## src/rtl/wdb_pkg.sv

```systemverilog
package wdb_pkg;

  // Per-cycle outcome of the FIFO handshake, shared by the control blocks.
  typedef struct packed {
    logic push_ok;  // write accepted this cycle
    logic pop_ok;   // acknowledge accepted this cycle
    logic drop;     // write discarded because the FIFO was full
  } wdb_evt_t;

endpackage

```

## src/rtl/wdb_fifo.sv

```systemverilog
module wdb_fifo #(
  parameter int DEPTH = 8,   // power of two
  parameter int WIDTH = 16
) (
  input  logic                       clk,
  input  logic                       rst_n,
  input  logic                       push_req,
  input  logic [WIDTH-1:0]           push_data,
  input  logic                       pop_req,
  output logic [WIDTH-1:0]           head_data,
  output logic [$clog2(DEPTH):0]     count,
  output logic [$clog2(DEPTH):0]     count_nxt,
  output logic                       full,
  output logic                       empty,
  output wdb_pkg::wdb_evt_t          evt
);
  localparam int PTR_W = $clog2(DEPTH);
  localparam int CNT_W = PTR_W + 1;
  localparam logic [CNT_W-1:0] FULL_CNT = CNT_W'(DEPTH);

  // Pointers carry one extra bit so that full and empty differ.
  logic [CNT_W-1:0] wr_ptr_q, wr_ptr_d;
  logic [CNT_W-1:0] rd_ptr_q, rd_ptr_d;
  logic [DEPTH-1:0][WIDTH-1:0] mem_q;
  logic [DEPTH-1:0] we_vec;
  logic push_ok, pop_ok;

  assign count = wr_ptr_q - rd_ptr_q;
  assign full  = (count == FULL_CNT);
  assign empty = (count == '0);

  // A write is accepted only if a slot is free before this edge.
  assign push_ok = push_req && !full;
  assign pop_ok  = pop_req && !empty;

  assign evt.push_ok = push_ok;
  assign evt.pop_ok  = pop_ok;
  assign evt.drop    = push_req && full;

  always_comb begin
    wr_ptr_d = wr_ptr_q;
    rd_ptr_d = rd_ptr_q;
    if (push_ok) wr_ptr_d = wr_ptr_q + CNT_W'(1);
    if (pop_ok)  rd_ptr_d = rd_ptr_q + CNT_W'(1);
  end

  assign count_nxt = wr_ptr_d - rd_ptr_d;

  always_ff @(posedge clk or negedge rst_n) begin
    if (!rst_n) begin
      wr_ptr_q <= '0;
      rd_ptr_q <= '0;
    end else begin
      wr_ptr_q <= wr_ptr_d;
      rd_ptr_q <= rd_ptr_d;
    end
  end

  // One write enable for each storage slot.
  for (genvar gi = 0; gi < DEPTH; gi++) begin : g_we
    assign we_vec[gi] = push_ok && (wr_ptr_q[PTR_W-1:0] == PTR_W'(gi));
  end

  // Data storage has no reset.
  always_ff @(posedge clk) begin
    for (int i = 0; i < DEPTH; i++) begin
      if (we_vec[i]) mem_q[i] <= push_data;
    end
  end

  assign head_data = mem_q[rd_ptr_q[PTR_W-1:0]];

  // a discarded write never adds a word.
  p_drop_keeps_full_r2: assert property (@(posedge clk) disable iff (!rst_n)
    (full && push_req && !pop_req) |=> full);

  // occupancy never exceeds capacity.
  p_count_bound_r3: assert property (@(posedge clk) disable iff (!rst_n)
    count <= FULL_CNT);

  // a pop on an empty FIFO does nothing.
  p_empty_pop_r6: assert property (@(posedge clk) disable iff (!rst_n)
    (empty && pop_req && !push_req) |=> empty);

  // one accepted write alone adds exactly one word.
  p_push_adds_r1: assert property (@(posedge clk) disable iff (!rst_n)
    (push_ok && !pop_req) |=> (count == $past(count) + CNT_W'(1)));
endmodule

```

## src/rtl/wdb_xfer.sv

```systemverilog
module wdb_xfer #(
  parameter int LEN_W     = 16,
  parameter int ADDR_W    = 32,
  parameter int ADDR_STEP = 2
) (
  input  logic              clk,
  input  logic              rst_n,
  input  logic              cfg_we,
  input  logic [LEN_W-1:0]  cfg_len,
  input  logic [ADDR_W-1:0] cfg_addr,
  input  logic              pop_ok,
  input  logic              drop,
  output logic [LEN_W-1:0]  len,
  output logic              len_nxt_zero,
  output logic              active,
  output logic [ADDR_W-1:0] addr,
  output logic              overflow
);
  logic [LEN_W-1:0]  len_q, len_d;
  logic [ADDR_W-1:0] addr_q, addr_d;
  logic              act_q, act_d;
  logic              ovf_q, ovf_d;

  always_comb begin
    len_d  = len_q;
    addr_d = addr_q;
    act_d  = act_q;
    if (cfg_we) begin
      len_d  = cfg_len;
      addr_d = cfg_addr;
      act_d  = (cfg_len != '0);
    end else if (pop_ok) begin
      len_d  = len_q - LEN_W'(1);
      addr_d = addr_q + ADDR_W'(ADDR_STEP);
      act_d  = (len_q != LEN_W'(1));
    end
    // A discard in the same cycle as a reconfiguration is still recorded.
    ovf_d = (cfg_we ? 1'b0 : ovf_q) | drop;
  end

  assign len_nxt_zero = (len_d == '0);

  always_ff @(posedge clk or negedge rst_n) begin
    if (!rst_n) begin
      len_q  <= '0;
      addr_q <= '0;
      act_q  <= 1'b0;
      ovf_q  <= 1'b0;
    end else begin
      len_q  <= len_d;
      addr_q <= addr_d;
      act_q  <= act_d;
      ovf_q  <= ovf_d;
    end
  end

  assign len      = len_q;
  assign addr     = addr_q;
  assign active   = act_q;
  assign overflow = ovf_q;

  // each accepted pop lowers the length by one.
  p_len_dec_r7: assert property (@(posedge clk) disable iff (!rst_n)
    (pop_ok && !cfg_we) |=> (len == $past(len) - LEN_W'(1)));

  // the active flag agrees with a nonzero remaining length.
  p_active_len_r8: assert property (@(posedge clk) disable iff (!rst_n)
    active == (len != '0));

  // each accepted pop moves the address up by one step.
  p_addr_step_r9: assert property (@(posedge clk) disable iff (!rst_n)
    (pop_ok && !cfg_we) |=> (addr == $past(addr) + ADDR_W'(ADDR_STEP)));

  // overflow stays set until a reconfiguration.
  p_ovf_sticky_r2: assert property (@(posedge clk) disable iff (!rst_n)
    (overflow && !cfg_we) |=> overflow);
endmodule

```

## src/rtl/wdb_dreq.sv

```systemverilog
module wdb_dreq #(
  parameter int CNT_W = 4,
  parameter int GROUP = 4   // power of two
) (
  input  logic             clk,
  input  logic             rst_n,
  input  logic             push_ok,
  input  logic [CNT_W-1:0] count,
  input  logic [CNT_W-1:0] count_nxt,
  input  logic             len_nxt_zero,
  output logic             dreq
);
  localparam int GRP_BITS = $clog2(GROUP);

  logic dreq_q, dreq_d;
  logic at_group;

  // The next occupancy lands exactly on a whole group.
  assign at_group = (count_nxt != '0) && (count_nxt[GRP_BITS-1:0] == '0);

  always_comb begin
    dreq_d = dreq_q;
    if (push_ok && at_group) dreq_d = 1'b1;
    if ((count_nxt == '0) || len_nxt_zero) dreq_d = 1'b0;
  end

  always_ff @(posedge clk or negedge rst_n) begin
    if (!rst_n) dreq_q <= 1'b0;
    else        dreq_q <= dreq_d;
  end

  assign dreq = dreq_q;

  // a new request only appears on a whole group of words.
  p_rise_on_group_r4: assert property (@(posedge clk) disable iff (!rst_n)
    $rose(dreq) |-> ((count != '0) && (count[GRP_BITS-1:0] == '0)));

  // there is never a request with nothing to take.
  p_no_req_empty_r5: assert property (@(posedge clk) disable iff (!rst_n)
    (count == '0) |-> !dreq);
endmodule

```

## src/rtl/word_dreq_bridge.sv

```systemverilog
module word_dreq_bridge #(
  parameter int DEPTH     = 8,
  parameter int WIDTH     = 16,
  parameter int LEN_W     = 16,
  parameter int ADDR_W    = 32,
  parameter int GROUP     = 4,
  parameter int ADDR_STEP = 2
) (
  input  logic              clk,
  input  logic              rst_n,
  input  logic              wr_en,
  input  logic [WIDTH-1:0]  wr_data,
  input  logic              cfg_we,
  input  logic [LEN_W-1:0]  cfg_len,
  input  logic [ADDR_W-1:0] cfg_addr,
  input  logic              dack,
  output logic              full,
  output logic              overflow,
  output logic              active,
  output logic [LEN_W-1:0]  xfer_len,
  output logic              dreq,
  output logic [WIDTH-1:0]  rd_data,
  output logic [ADDR_W-1:0] rd_addr
);
  localparam int CNT_W = $clog2(DEPTH) + 1;

  // Asserted asynchronously, released on the second clock edge.
  logic rst_s1_q, rst_s2_q;
  always_ff @(posedge clk or negedge rst_n) begin
    if (!rst_n) begin
      rst_s1_q <= 1'b0;
      rst_s2_q <= 1'b0;
    end else begin
      rst_s1_q <= 1'b1;
      rst_s2_q <= rst_s1_q;
    end
  end

  logic rst_sync_n;
  assign rst_sync_n = rst_s2_q;

  wdb_pkg::wdb_evt_t evt;
  logic [CNT_W-1:0]  count, count_nxt;
  logic              empty, len_nxt_zero;
  logic              pop_req;

  // An acknowledge counts only while a transfer is active.
  assign pop_req = dack && active;

  wdb_fifo #(.DEPTH(DEPTH), .WIDTH(WIDTH)) u_fifo (
    .clk       (clk),
    .rst_n     (rst_sync_n),
    .push_req  (wr_en),
    .push_data (wr_data),
    .pop_req   (pop_req),
    .head_data (rd_data),
    .count     (count),
    .count_nxt (count_nxt),
    .full      (full),
    .empty     (empty),
    .evt       (evt)
  );

  wdb_xfer #(.LEN_W(LEN_W), .ADDR_W(ADDR_W), .ADDR_STEP(ADDR_STEP)) u_xfer (
    .clk          (clk),
    .rst_n        (rst_sync_n),
    .cfg_we       (cfg_we),
    .cfg_len      (cfg_len),
    .cfg_addr     (cfg_addr),
    .pop_ok       (evt.pop_ok),
    .drop         (evt.drop),
    .len          (xfer_len),
    .len_nxt_zero (len_nxt_zero),
    .active       (active),
    .addr         (rd_addr),
    .overflow     (overflow)
  );

  wdb_dreq #(.CNT_W(CNT_W), .GROUP(GROUP)) u_dreq (
    .clk          (clk),
    .rst_n        (rst_sync_n),
    .push_ok      (evt.push_ok),
    .count        (count),
    .count_nxt    (count_nxt),
    .len_nxt_zero (len_nxt_zero),
    .dreq         (dreq)
  );

  // an acknowledge on an empty FIFO is not taken.
  p_pop_needs_word_r6: assert property (@(posedge clk) disable iff (!rst_sync_n)
    (dack && empty) |-> !evt.pop_ok);

  // the request stays up while words remain and the length is nonzero.
  p_req_holds_r5: assert property (@(posedge clk) disable iff (!rst_sync_n)
    (dreq && !cfg_we && !len_nxt_zero && (count_nxt != '0)) |=> dreq);
endmodule

```

## config.mk

```make
export PLATFORM = sky130hd
export DESIGN_NAME = word_dreq_bridge
export DESIGN_NICKNAME = d
export VERILOG_FILES = /design/src/rtl/wdb_pkg.sv /design/src/rtl/wdb_fifo.sv /design/src/rtl/wdb_xfer.sv /design/src/rtl/wdb_dreq.sv /design/src/rtl/word_dreq_bridge.sv
export SDC_FILE = /design/constraint.sdc
export NUM_CORES = 1
export LEC_CHECK = 0
export ABC_AREA = 1
export CAP_MARGIN = 20
export CELL_PAD_IN_SITES_DETAIL_PLACEMENT = 0
export CELL_PAD_IN_SITES_GLOBAL_PLACEMENT = 1
export CORE_MARGIN = 2
export CORE_UTILIZATION = 47
export CTS_BUF_LIST = sky130_fd_sc_hd__clkbuf_4
export DETAILED_ROUTE_END_ITERATION = 10
export PLACE_DENSITY_LB_ADDON = 0.12
export SLEW_MARGIN = 20
export SYNTH_ARGS = -nofsm -noshare
export SYNTH_HDL_FRONTEND = slang
export SYNTH_SLANG_ARGS = --single-unit
```

## constraint.sdc

```tcl
create_clock -name clk -period 3.82 [get_ports clk]
set_input_delay 0.573 -clock clk [delete_from_list [all_inputs] [get_ports clk]]
set_output_delay 0.573 -clock clk [all_outputs]
set_load 0.01 [all_outputs]
```

# After elaboration in Yosys (flattened, before gate mapping)
# Cells that the tools add are included.
[totals]
ff_bits = 189
inputBits = 69
output_inout_bits = 68
elab_cells = 73
[classes]
addsub = 6
magnitude_cmp = 1
eq_ne = 9
muxes = 13
bitwise = 1
n_reduce_logical = 26
[op_table]
columns = ["op", "n"]
rows = [
  ["32-bit two-way mux", 2],
  ["16-bit binary-select mux with 3-bit select", 1],
  ["16-bit two-way mux", 3],
  ["32-bit by 2-bit adder with 32-bit output (second input constant)", 1],
  ["16-bit zero test", 1],
  ["16-bit by 1-bit != test with 1-bit output (second input constant)", 1],
  ["16-bit nonzero test", 1],
  ["16-bit by 1-bit subtractor with 16-bit output (second input constant)", 1],
  ["1-bit logical AND", 14],
  ["3-bit equality test (second input constant)", 4],
  ["4-bit by 1-bit adder with 4-bit output (second input constant)", 2],
  ["4-bit zero test", 2],
  ["4-bit two-way mux", 2],
  ["4-bit subtractor", 2],
  ["3-bit by 2-bit equality test with 1-bit output (second input constant)", 2],
  ["1-bit two-way mux", 5],
  ["4-bit equality test (second input constant)", 1],
  ["3-bit by 4-bit less-than comparator with 1-bit output (second input constant)", 1],
  ["2-bit nonzero test", 2],
  ["4-bit nonzero test", 1],
  ["3-bit by 1-bit equality test with 1-bit output (second input constant)", 1],
  ["3-bit zero test", 1],
  ["1-bit zero test", 2],
  ["2-bit zero test", 1],
  ["other kinds (2)", 2],
]

# Longest topological paths before layout
[logic_depth]
word_depth = 11
ltp_mapped = 25

# By module
# Synthesis repeated with hierarchy kept, for this count alone.
[hier_totals]
hier_cells = 972
area_unflattened_um2 = 9311.4
[by_module_without_submodules]
columns = ["mod", "n_inst", "cells_per_inst", "area_each_um2", "seq_area_each_um2"]
rows = [
  ["wdb_fifo", 1, 481, 5778.0, 4043.9],
  ["wdb_xfer", 1, 478, 3417.0, 1251.2],
  ["word_dreq_bridge", 1, 5, 61.3, 50.0],
  ["wdb_dreq", 1, 8, 55.1, 25.0],
]

# Worst setup path before layout
# Ideal clock, no wire load.
[synth_path]
path_type = "reg2reg"
from = "register u_fifo.rd_ptr_q[1]"
to = "register u_fifo.mem_q[100] in the netlist's numbering (enable)"
arrival_time_ns = 3.114
slack_ns = 0.297
stages_incl_launch_ff = 13
synth_period_minus_slack_ns = 3.523
cell_sequence = "dfrtp_1 > clkbuf_1 > inv_1 > buf_1 > ha_1 > nand3_1 > nand3_1 > nand2_1 > inv_1 > nand2_1 > nand2_1 > clkbuf_1 > nor3_1"
[synth_between]
elab_chain_cells = 5
[synth_rtl]
columns = ["element", "line", "rtl"]
rows = [
  ["start: declaration", "wdb_fifo.sv:23", "logic [CNT_W-1:0] rd_ptr_q, rd_ptr_d;"],
  ["start signal: assignment", "wdb_fifo.sv:55", "rd_ptr_q <= rd_ptr_d;"],
  ["4-bit subtractor", "wdb_fifo.sv:28", "assign count = wr_ptr_q - rd_ptr_q;"],
  ["4-bit equality test", "wdb_fifo.sv:29", "assign full = (count == FULL_CNT);"],
  ["1-bit zero test", "wdb_fifo.sv:33", "assign push_ok = push_req && !full;"],
  ["1-bit logical AND", "wdb_fifo.sv:33", ""],
  ["1-bit logical AND", "wdb_fifo.sv:61", "assign we_vec[gi] = push_ok && (wr_ptr_q[PTR_W-1:0] == PTR_W'(gi));"],
  ["named net u_fifo.we_vec[6]", "wdb_fifo.sv:25", "logic [DEPTH-1:0] we_vec;"],
  ["end signal: indexed assignment", "wdb_fifo.sv:67", "if (we_vec[i]) mem_q[i] <= push_data;"],
  ["end: declaration", "wdb_fifo.sv:24", "logic [DEPTH-1:0][WIDTH-1:0] mem_q;"],
]
# The timed path passes the listed nets, and every way through them passes these cells.
# A chain may end at the register's enable or synchronous reset.

# Worst setup path in the final report
[layout_path]
from = "register u_fifo.rd_ptr_q[0]"
to = "output rd_data[13]"
[layout_between]
elab_chain_cells = 2
[layout_rtl]
columns = ["element", "line", "rtl"]
rows = [
  ["16-bit binary-select mux with 3-bit select", "wdb_fifo.sv:71", "assign head_data = mem_q[rd_ptr_q[PTR_W-1:0]];"],
  ["16-bit two-way mux (not written as such)", "wdb_fifo.sv:71", ""],
  ["end: declaration", "word_dreq_bridge.sv:22", "output logic [WIDTH-1:0] rd_data,"],
]
# Every way passes these cells. The select of a mux whose other input is x is not followed.

==> flow_metrics.env <==
export IMPL_drc_errors=0
export IMPL_die_area_mm2=0.0207
export IMPL_nFillCells=1731
export IMPL_dp_hpwl_mm=14.4
export IMPL_first_iter_violations=392
export IMPL_antenna_found_initial=1
export IMPL_num_nets_final=1181
export IMPL_post_cts_buffers=0
export IMPL_row_count=51
export IMPL_worstSetupEndpointType="primary output"
export IMPL_ant_nets=0
export IMPL_gr_usage_all_layers=0.222
export IMPL_synth_seq_cells=189
export IMPL_hold_buffers=0
export IMPL_core_mm2=0.0193
export IMPL_skew_ns=0.0258
export IMPL_grt_pass1_vias=6794
export IMPL_arrival_ns=2.82
export IMPL_grt_max_degree=65
export IMPL_cp_max_fo=64
export IMPL_die_w_um=144
export IMPL_drive_above_1_share=0.0920
export IMPL_layout_commonest_cell="nand2_1"
export IMPL_htree_levels=4
export IMPL_rsz0062_at_grt="no"
export IMPL_drt_pass1_iterations=5
export IMPL_cts_tree="built"
export IMPL_synthCells=960
export IMPL_drv_slew=0
export IMPL_start_kind="register"
export IMPL_wire_per_inst_um=15.9
export IMPL_dp_cells=1342
export IMPL_dieHeight_um=144
export IMPL_root_buffer="clkbuf_4"
export IMPL_areaGrowthSynthToFinish_pct=21.5
export IMPL_outcome="complete, no violations"
export IMPL_hold_viol=0
export IMPL_grt_pass1_wl_mm=35.2
export IMPL_synth_cell_types=43
export IMPL_clk_latency_ns=0.56
export IMPL_ys_flop_type="edfxtp_1"
export IMPL_place_gp_congestion=0.815
export IMPL_vdd_drop_max_mv=0.340
export IMPL_cts_resized=0
export IMPL_final_cell_mix="nand2_1, nor2_1, clkdlybuf4s50_1"
export IMPL_vias=7039
export IMPL_port_buffers=136
export IMPL_syn_cell_area_mm2=0.00920
export IMPL_routed_via_density=5.12
export IMPL_period_share=0.889
export IMPL_syn_num_nets=1045
export IMPL_p_leak_nw=4.35
export IMPL_grt_ovfl_total=0
export IMPL_yosys_warnings=0
export IMPL_timing_setup_critical_path_class="reg2out"
export IMPL_required_ns=3.25
export IMPL_fmax_ghz=0.295
export IMPL_power_mw=7.08
export IMPL_place_area_mm2=0.0109
export IMPL_synth_edff_count=128
export IMPL_final_cell_area_mm2=0.0112
export IMPL_cts_sinks=189
export IMPL_setup_viol=0
export IMPL_ys_seq_area_frac=0.584
export IMPL_cts_buffer_depth=2
export IMPL_avgSynthCellArea_um2=9.58
export IMPL_synth_async_sr_flop_share=0.323
export IMPL_numCtsBuffers=17
export IMPL_period_needed_ns=3.39
export IMPL_fin_setup_tns_ns=0
export IMPL_clk_pin_slew_ns=0.16
export IMPL_routed_wl_mm=21.9
export IMPL_max_slew_worst_pin_slew_ns=0.906
export IMPL_stdcell_count=1376
export IMPL_p_per_area_mw_per_mm2=633
export IMPL_pin_count=137
export IMPL_cap_violations=0
export IMPL_hp_class="in2async"
export IMPL_start_util=0.476
export IMPL_slew_headroom=0.396
-- report_power, final --
part | total [mW] | internal (mW) | switching [mW] | leakage (nW)
combinational | 3.24 | 1.33 | 1.91 | 2.35
sequential | 2.85 | 2.58 | 0.265 | 1.88
clock | 0.990 | 0.278 | 0.712 | 0.131
total | 7.08 | 4.19 | 2.89 | 4.35
-- worst paths after layout --
check / start / to / slack, ns / cells past startpoint
worst min register to register: rst_s1_q / rst_s2_q / 0.38 / 0
worst max-delay path: u_fifo.rd_ptr_q[0] / rd_data[13] / 0.43 / 6
worst max register to register: u_fifo.wr_ptr_q[2] / u_dreq.dreq / 0.49 / 19
max in group asynchronous: rst_s2_q / u_fifo.rd_ptr_q[0] / 2.51 / 1
min in group clk: rst_s1_q / rst_s2_q / 0.38 / 0
worst min-delay path: rst_n / rst_s2_q / 0.15 / 1
-- cell type report --
class / count / area, µm² / share of cell area
Multi-Input combinational cell: 654 / 3400 / 0.304
Clock buffer: 17 / 128 / 0.0114
Clock inverter: 15 / 130 / 0.0116
Antenna cell: 2 / 5.00 / 0.000448
Tap cell: 265 / 332 / 0.0297
Sequential cell: 189 / 5370 / 0.481
Timing Repair Buffer: 158 / 1530 / 0.137
Inverter: 76 / 285 / 0.0255
-- state kept, by name, indices dropped and copies added, names as in the netlist --
signal and cells:
rst_s1_q 1, rst_s2_q 1, u_dreq.dreq 1, u_fifo.mem_q 128, u_fifo.rd_ptr_q 4, u_fifo.wr_ptr_q 4, u_xfer.active 1, u_xfer.addr 32
u_xfer.len 16, u_xfer.overflow 1
-- worst max-delay path: stages, from the launching register on --
cell	delay (ns)
dfrtp_2	0.43
buf_4	0.54
o21ai_0	0.20
o22ai_1	0.18
nor2_1	0.06
a31oi_1	0.23
clkdlybuf4s50_1	0.59
-- metal layers --
layer,track usage,vias to the layer above,part of all wire
met2,0.376,163,0.49
met5,0,-,0
met1,0.292,3322,0.45
met3,0.0410,19,0.047
li1,-,3535,-
met4,0.0619,0,0.012
-- metrics by stage --
stage,util,hold WS (ns),worst slack [ns]
floorplan,-,0.277,0.297
global placement,0.565,0.337,0.634
detailed placement,0.565,0.350,0.510
CTS,0.578,0.103,0.368
global route,0.578,0.111,0.159
finish,0.578,0.148,0.425
-- kinds of logic after synthesis --
| kind of cell | Yosys count | synth area share |
|---|---|---|
| AO/OA/AOI/OAI | 140 | 0.0880 |
| XOR/XNOR | 33 | 0.0314 |
| adder cells (fa/ha/maj) | 16 | 0.0218 |
| buffers and inverters | 117 | 0.0498 |
| flip-flops | 189 | 0.584 |
| other | 1 | 0.000408 |
| AND/OR/NAND/NOR | 464 | 0.225 |
-- synth_stat cells, types with 11 or more instances --
master	count	area [µm²]
nand3_1	60	300
nor2_1	158	593
o211ai_1	11	82.6
dfrtp_1	61	1530
xor2_1	28	245
inv_1	68	255
o21ai_0	73	365
or2_2	14	87.6
o22ai_1	17	106
clkbuf_1	31	116
nand2_1	176	661
a31oi_1	17	106
edfxtp_1	128	3840
ha_1	16	200
No activity file was read; power rests on OpenSTA's default activity.
